File: config.mk
export PLATFORM = sky130hd
export DESIGN_NAME = scl_clkgen
export DESIGN_NICKNAME = d
export VERILOG_FILES = /design/src/rtl/scl_div_pkg.sv /design/src/rtl/scl_prescale.sv /design/src/rtl/scl_phase_gen.sv /design/src/rtl/scl_setup_timer.sv /design/src/rtl/scl_clkgen.sv
export SDC_FILE = /design/constraint.sdc
export NUM_CORES = 1
export LEC_CHECK = 0
export ABC_AREA = 1
export BUFFER_PORTS_ARGS = -buffer_cell sky130_fd_sc_hd__buf_2
export CORE_MARGIN = 2
export CORE_UTILIZATION = 50
export DETAILED_ROUTE_END_ITERATION = 10
export GPL_ROUTABILITY_DRIVEN = 1
export GPL_TIMING_DRIVEN = 1
export PLACE_DENSITY = 0.76
export SYNTH_ARGS = -nofsm -noshare
export SYNTH_HDL_FRONTEND = slang
export SYNTH_SLANG_ARGS = --single-unit
File: constraint.sdc
create_clock -name clk -period 3.7 [get_ports clk]
set_input_delay 0.37 -clock clk [delete_from_list [all_inputs] [get_ports clk]]
set_output_delay 0.37 -clock clk [all_outputs]
set_load 0.02 [all_outputs]
File: src/rtl/scl_div_pkg.sv
package scl_div_pkg;

    localparam int BASE_TICKS      = 20;
    localparam int SCGD_STEP       = 8;
    localparam int SETUP_SHORT_TK  = 6;
    localparam int SETUP_LONG_TK   = 17;
    localparam logic [3:0] SETUP_LONG_CODE = 4'hF;

    typedef enum logic {
        SU_SHORT = 1'b0,
        SU_LONG  = 1'b1
    } setup_mode_e;

    typedef struct packed {
        logic busy;
        logic [4:0] left;
    } setup_state_t;

    function automatic int period_ticks(input int scgd, input int comp);
        return BASE_TICKS + SCGD_STEP * scgd + comp;
    endfunction

    function automatic int setup_ticks(input setup_mode_e m);
        return (m == SU_LONG) ? SETUP_LONG_TK : SETUP_SHORT_TK;
    endfunction

    function automatic setup_mode_e decode_setup(input logic [3:0] code);
        return (code == SETUP_LONG_CODE) ? SU_LONG : SU_SHORT;
    endfunction

endpackage

File: src/rtl/scl_prescale.sv
module scl_prescale #(
    parameter int CDF_W = 3
) (
    input  logic             clk,
    input  logic             rst,
    input  logic [CDF_W-1:0] cdf,
    output logic             tick
);
    logic [CDF_W-1:0] pcnt;

    assign tick = (pcnt >= cdf);

    always_ff @(posedge clk) begin
        if (rst || tick) pcnt <= '0;
        else             pcnt <= pcnt + CDF_W'(1);
    end

    AST_PCNT_RANGE: assert property (@(posedge clk) disable iff (rst)
        pcnt <= cdf) else $error("prescale count beyond limit");
    AST_TICK_GAP: assert property (@(posedge clk) disable iff (rst)
        (tick && cdf != '0) |=> (!tick || cdf == '0)) else $error("back-to-back ticks");
endmodule

File: src/rtl/scl_phase_gen.sv
module scl_phase_gen
    import scl_div_pkg::*;
#(
    parameter int SCGD_W = 6,
    parameter int COMP_W = 4,
    parameter int PER_W  = 10
) (
    input  logic              clk,
    input  logic              rst,
    input  logic              tick,
    input  logic [SCGD_W-1:0] scgd,
    input  logic [COMP_W-1:0] comp,
    output logic              scl_low,
    output logic              wrap
);
    logic [PER_W-1:0] per;
    logic [PER_W-1:0] low_len;
    logic [PER_W-1:0] cnt;

    assign per     = PER_W'(period_ticks(int'(scgd), int'(comp)));
    assign low_len = (per + PER_W'(1)) >> 1;
    assign wrap    = tick && (cnt == per - PER_W'(1));
    assign scl_low = (cnt < low_len);

    always_ff @(posedge clk) begin
        if (rst || wrap) cnt <= '0;
        else if (tick)   cnt <= cnt + PER_W'(1);
    end

    AST_CNT_BOUND: assert property (@(posedge clk) disable iff (rst)
        cnt < per) else $error("period counter overran");
    AST_LOW_AFTER_WRAP: assert property (@(posedge clk) disable iff (rst)
        wrap |=> scl_low) else $error("period did not start low");
    AST_HIGH_AT_END: assert property (@(posedge clk) disable iff (rst)
        wrap |-> !scl_low) else $error("period ended in low phase");
endmodule

File: src/rtl/scl_setup_timer.sv
module scl_setup_timer
    import scl_div_pkg::*;
(
    input  logic       clk,
    input  logic       rst,
    input  logic       tick,
    input  logic       go,
    input  logic [3:0] code,
    output logic       done
);
    setup_state_t st;
    setup_mode_e  mode;

    assign mode = decode_setup(code);

    always_ff @(posedge clk) begin
        if (rst) begin
            st   <= '0;
            done <= 1'b0;
        end else begin
            done <= st.busy && tick && (st.left == 5'd1);
            if (go && !st.busy) begin
                st.busy <= 1'b1;
                st.left <= 5'(setup_ticks(mode));
            end else if (st.busy && tick) begin
                st.left <= st.left - 5'd1;
                if (st.left == 5'd1) st.busy <= 1'b0;
            end
        end
    end

    AST_DONE_PULSE: assert property (@(posedge clk) disable iff (rst)
        done |=> !done) else $error("setup done held");
    AST_LEFT_NONZERO: assert property (@(posedge clk) disable iff (rst)
        st.busy |-> st.left != 5'd0) else $error("busy with nothing left");
endmodule

File: src/rtl/scl_clkgen.sv
module scl_clkgen
    import scl_div_pkg::*;
#(
    parameter int CDF_W  = 3,
    parameter int SCGD_W = 6,
    parameter int COMP_W = 4
) (
    input  logic                    clk,
    input  logic                    rst,
    input  logic [CDF_W+SCGD_W-1:0] div_cfg,
    input  logic [COMP_W-1:0]       comp_cnt,
    input  logic                    setup_go,
    input  logic [3:0]              setup_code,
    output logic                    ick_en,
    output logic                    scl_low,
    output logic                    period_end,
    output logic                    setup_done
);
    localparam int DIV_W   = CDF_W + SCGD_W;
    localparam int PER_MAX = BASE_TICKS + SCGD_STEP * (2**SCGD_W - 1) + 2**COMP_W - 1;
    localparam int PER_W   = $clog2(PER_MAX + 2);

    logic [DIV_W-1:0]  cfg_q;
    logic [COMP_W-1:0] comp_q;
    logic [CDF_W-1:0]  cdf_f;
    logic [SCGD_W-1:0] scgd_f;

    assign cdf_f  = cfg_q[CDF_W-1:0];
    assign scgd_f = cfg_q[CDF_W +: SCGD_W];

    always_ff @(posedge clk) begin
        if (rst || period_end) begin
            cfg_q  <= div_cfg;
            comp_q <= comp_cnt;
        end
    end

    scl_prescale #(.CDF_W(CDF_W)) u_pre (
        .clk  (clk),
        .rst  (rst),
        .cdf  (cdf_f),
        .tick (ick_en)
    );

    scl_phase_gen #(.SCGD_W(SCGD_W), .COMP_W(COMP_W), .PER_W(PER_W)) u_phase (
        .clk     (clk),
        .rst     (rst),
        .tick    (ick_en),
        .scgd    (scgd_f),
        .comp    (comp_q),
        .scl_low (scl_low),
        .wrap    (period_end)
    );

    scl_setup_timer u_setup (
        .clk  (clk),
        .rst  (rst),
        .tick (ick_en),
        .go   (setup_go),
        .code (setup_code),
        .done (setup_done)
    );

    AST_CFG_STABLE: assert property (@(posedge clk) disable iff (rst)
        !period_end |=> ($stable(cfg_q) && $stable(comp_q))) else $error("divider moved mid-period");
    AST_END_PULSE: assert property (@(posedge clk) disable iff (rst)
        period_end |=> !period_end) else $error("period end held");
    AST_END_ON_TICK: assert property (@(posedge clk) disable iff (rst)
        period_end |-> ick_en) else $error("period end without tick");
endmodule

==> run_results.csv <==
group,metric,value,unit
outcome,status,"completed",
logic_synthesis,yosysWarnings,0,
timing,min_period_over_period,93.8,%
hold_path,hp-class,"in -> reg",
floorplan,die_h,73.1,microns
place,dp_hpwl,3570,microns
timing,finalSetupTns,0,ns
floorplan,die_x,73.1,microns
worst_setup_path,worstReg2RegStart,"comp_q[2]",
detailed_routing,route.detailed.drc,0,
timing,tightest_slew,0.637,ns
detailed_routing,first_pass_iters,4,
clock_tree,clk_pin_slew_worst_paths,0.07,ns
hold_path,holdPathStages,1,
clock_tree,clk_latency,0.28,ns
place,numPortBuffers,23,
pwr,powerDensity,382,nW/um^2
logic_synthesis,syn_area_per_cell,7.42,sq um
pwr,p_leak,1.31,nW
timing,hold_ws,0.254,ns
clock_tree,cts_max_path_buffers,2,
timing,fin_skew,0.00380,ns
clock_tree,cts_tree,"built",
global_routing,grt.total_usage,18.9,%
cells_and_area,n_antenna_cell,0,
detailed_routing,num_vias,2021,
worst_setup_path,required,3.33,ns
logic_synthesis,netlist_instances,322,
timing,slew-limit-headroom,57.4,%
floorplan,core_area,4660,sq um
logic_synthesis,synth_nets,363,
worst_setup_path,crit_type,"reg -> out",
floorplan,ios,24,
worst_setup_path,reg2reg_slack,0.81,ns
worst_setup_path,crit_path_start_kind,"register",
detailed_routing,postRouteAntennaNets,0,
floorplan,start_util,51.2,%
floorplan,die_area,5350,sq um
cells_and_area,drive_gt1_share,17.3,%
clock_tree,clock-sinks,33,
run,cap_violations,0,
worst_setup_path,critPathMaxFanout,5,
worst_setup_path,reg2reg_depth,12,
cells_and_area,final_nets,392,
timing,period_needed,3.47,ns
timing,hold_viol_final,0,
global_routing,grt_pass1_wl,7860,microns
global_routing,grt_util_met2,32.4,%
logic_synthesis,synth_area,2390,sq um
detailed_routing,vias_per_cell,4.98,
global_routing,grt_max_degree,24,
detailed_routing,wirelength,4580,microns
global_routing,use_met3,4.42,%
cells_and_area,areaGrowthSynthToFinish,12.0,%
clock_tree,numCtsBuffers,5,
clock_tree,cts_root_buf,"clkbuf_8",
timing,rsz0062_at_grt,"false",
hold_path,hold_end,"cfg_q[4]",
detailed_routing,drt_iter0_drc,68,
pwr,finalPower,1.02,mW
logic_synthesis,yosysSeqAreaShare,33.1,%
timing,drv_slew,0,
global_routing,grt_pass1_vias,1914,
global_routing,gr-usage-met1,22.0,%
place,gp_congestion,0.862,
timing,max_freq,288,MHz
worst_setup_path,r2r-end,"cfg_q[7]",
global_routing,antenna_found_initial,0,
hold_path,hold_start,"div_cfg[4]",
worst_setup_path,end_kind,"output port",
timing,setup_viol,0,
clock_tree,htreeDepth,2,
global_routing,top_usage_layer,"met2",
logic_synthesis,ys_types,33,
detailed_routing,drt-wirelength-per-cell,11.3,microns
worst_setup_path,worstPathArrival,3.10,ns
pwr,peakVddDrop,0.210,mV
logic_synthesis,ys_seq_elements,33,
floorplan,rows,25,
global_routing,overflow,0,
-- cells in the mapped netlist (all sizes together) --
cell	n	area, sq um
nand2	89	369
inv	56	210
nor2	37	174
nand3	26	135
dfxtp	20	400
ha	20	250
xor2	18	158
edfxtp	13	390
nand4	8	50.1
nor3	8	40.0
a21oi	6	30.0
o21ai	4	20.0
a31oi	2	12.5
buf	2	18.8
o31ai	2	15.0
xnor2	2	36.3
a211oi	1	7.51
a221oi	1	8.76
a22oi	1	7.51
clkinv	1	5.00
fa	1	20.0
nand3b	1	7.51
o211ai	1	7.51
o311ai	1	8.76
or2	1	6.26
-- through the flow --
stage	setup WS, ns	utilization (%)	cells	cell area [sq um]
floorplan	0.624	-	322	2390
global placement	0.502	54.8	397	2550
detailed placement	0.400	54.8	397	2550
CTS	0.0679	57.1	405	2660
global route	0.0290	57.4	406	2680
finish	0.229	57.4	406	2680
-- what timing repair did --
action | 4_1_cts | 5_1_grt
hold buffers | 0 | 0
endpoints found under the setup margin | 0 | 1
gates resized for setup | 0 | 1
setup buffers | 0 | 1
-- where the power goes --
group          switching [mW]  internal [mW]
registers              0.0245          0.408
logic                   0.155         0.0945
clock network           0.142          0.198
total                   0.321          0.701
-- registers in the layout, indices dropped and copies added, names as in the netlist --
| signal | count |
|---|---|
| cfg_q | 9 |
| comp_q | 4 |
| u_phase.cnt | 10 |
| u_pre.pcnt | 3 |
| u_setup.done | 1 |
| u_setup.st | 6 |
-- placed cells by master (no fill, tap or decap), types with 2 or more instances in the layout --
master	instances
nand2_1	77
clkbuf_8	5
a31oi_1	2
a21oi_1	6
ha_1	20
dfxtp_1	20
nor2_1	25
nand3_1	25
o21ai_0	4
nand4_1	8
o31ai_1	2
inv_1	55
xor2_1	18
nor2_2	11
edfxtp_1	13
buf_2	23
nand2_2	11
nor3_1	7
-- logic make-up after synthesis --
group / synth area share [%]
adder cells (fa/ha/maj): 11.3
buffers and inverters: 9.80
XOR/XNOR: 8.12
AND/OR/NAND/NOR: 32.7
AO/OA/AOI/OAI: 4.92
flip-flops: 33.1
-- worst max-delay path by stage --
stage	start	endpoint	slack, ns	cells after the start
final	comp_q[2]	scl_low	0.23	15
after global routing	comp_q[2]	scl_low	0.03	15
after CTS	comp_q[2]	scl_low	0.07	15
after detailed placement	comp_q[2]	scl_low	0.40	15
after global placement	comp_q[2]	scl_low	0.50	15
after floorplan	comp_q[2]	scl_low	0.62	15
-- layer usage --
metal / vias up / routed length, microns
met1: 897 / 2100
li1: 1079 / -
met3: 12 / 141
met4: 0 / 112
met2: 33 / 2230
met5: - / 0
-- worst max-delay path: stages (launching register included) --
cell and delay, ns:
edfxtp_1 0.37, inv_1 0.10, fa_1 0.45, nand2_2 0.14, nand2_2 0.11, xnor2_4 0.22
nand3_1 0.15, o31ai_1 0.22, inv_1 0.07, ha_1 0.27, inv_1 0.09, nor3_2 0.06
nand2_1 0.07, o311ai_0 0.14, a31oi_1 0.18, buf_2 0.19
-- area by class of cell --
| cell class | instances | area, sq um |
|---|---|---|
| Clock inverter | 3 | 41.3 |
| Clock buffer | 5 | 68.8 |
| Timing Repair Buffer | 24 | 123 |
| Inverter | 57 | 215 |
| Fill cell | 440 | 1990 |
| Sequential cell | 33 | 791 |
| Multi-Input combinational cell | 230 | 1370 |
| Tap cell | 54 | 67.6 |
Power figures use the tool's default switching activity.
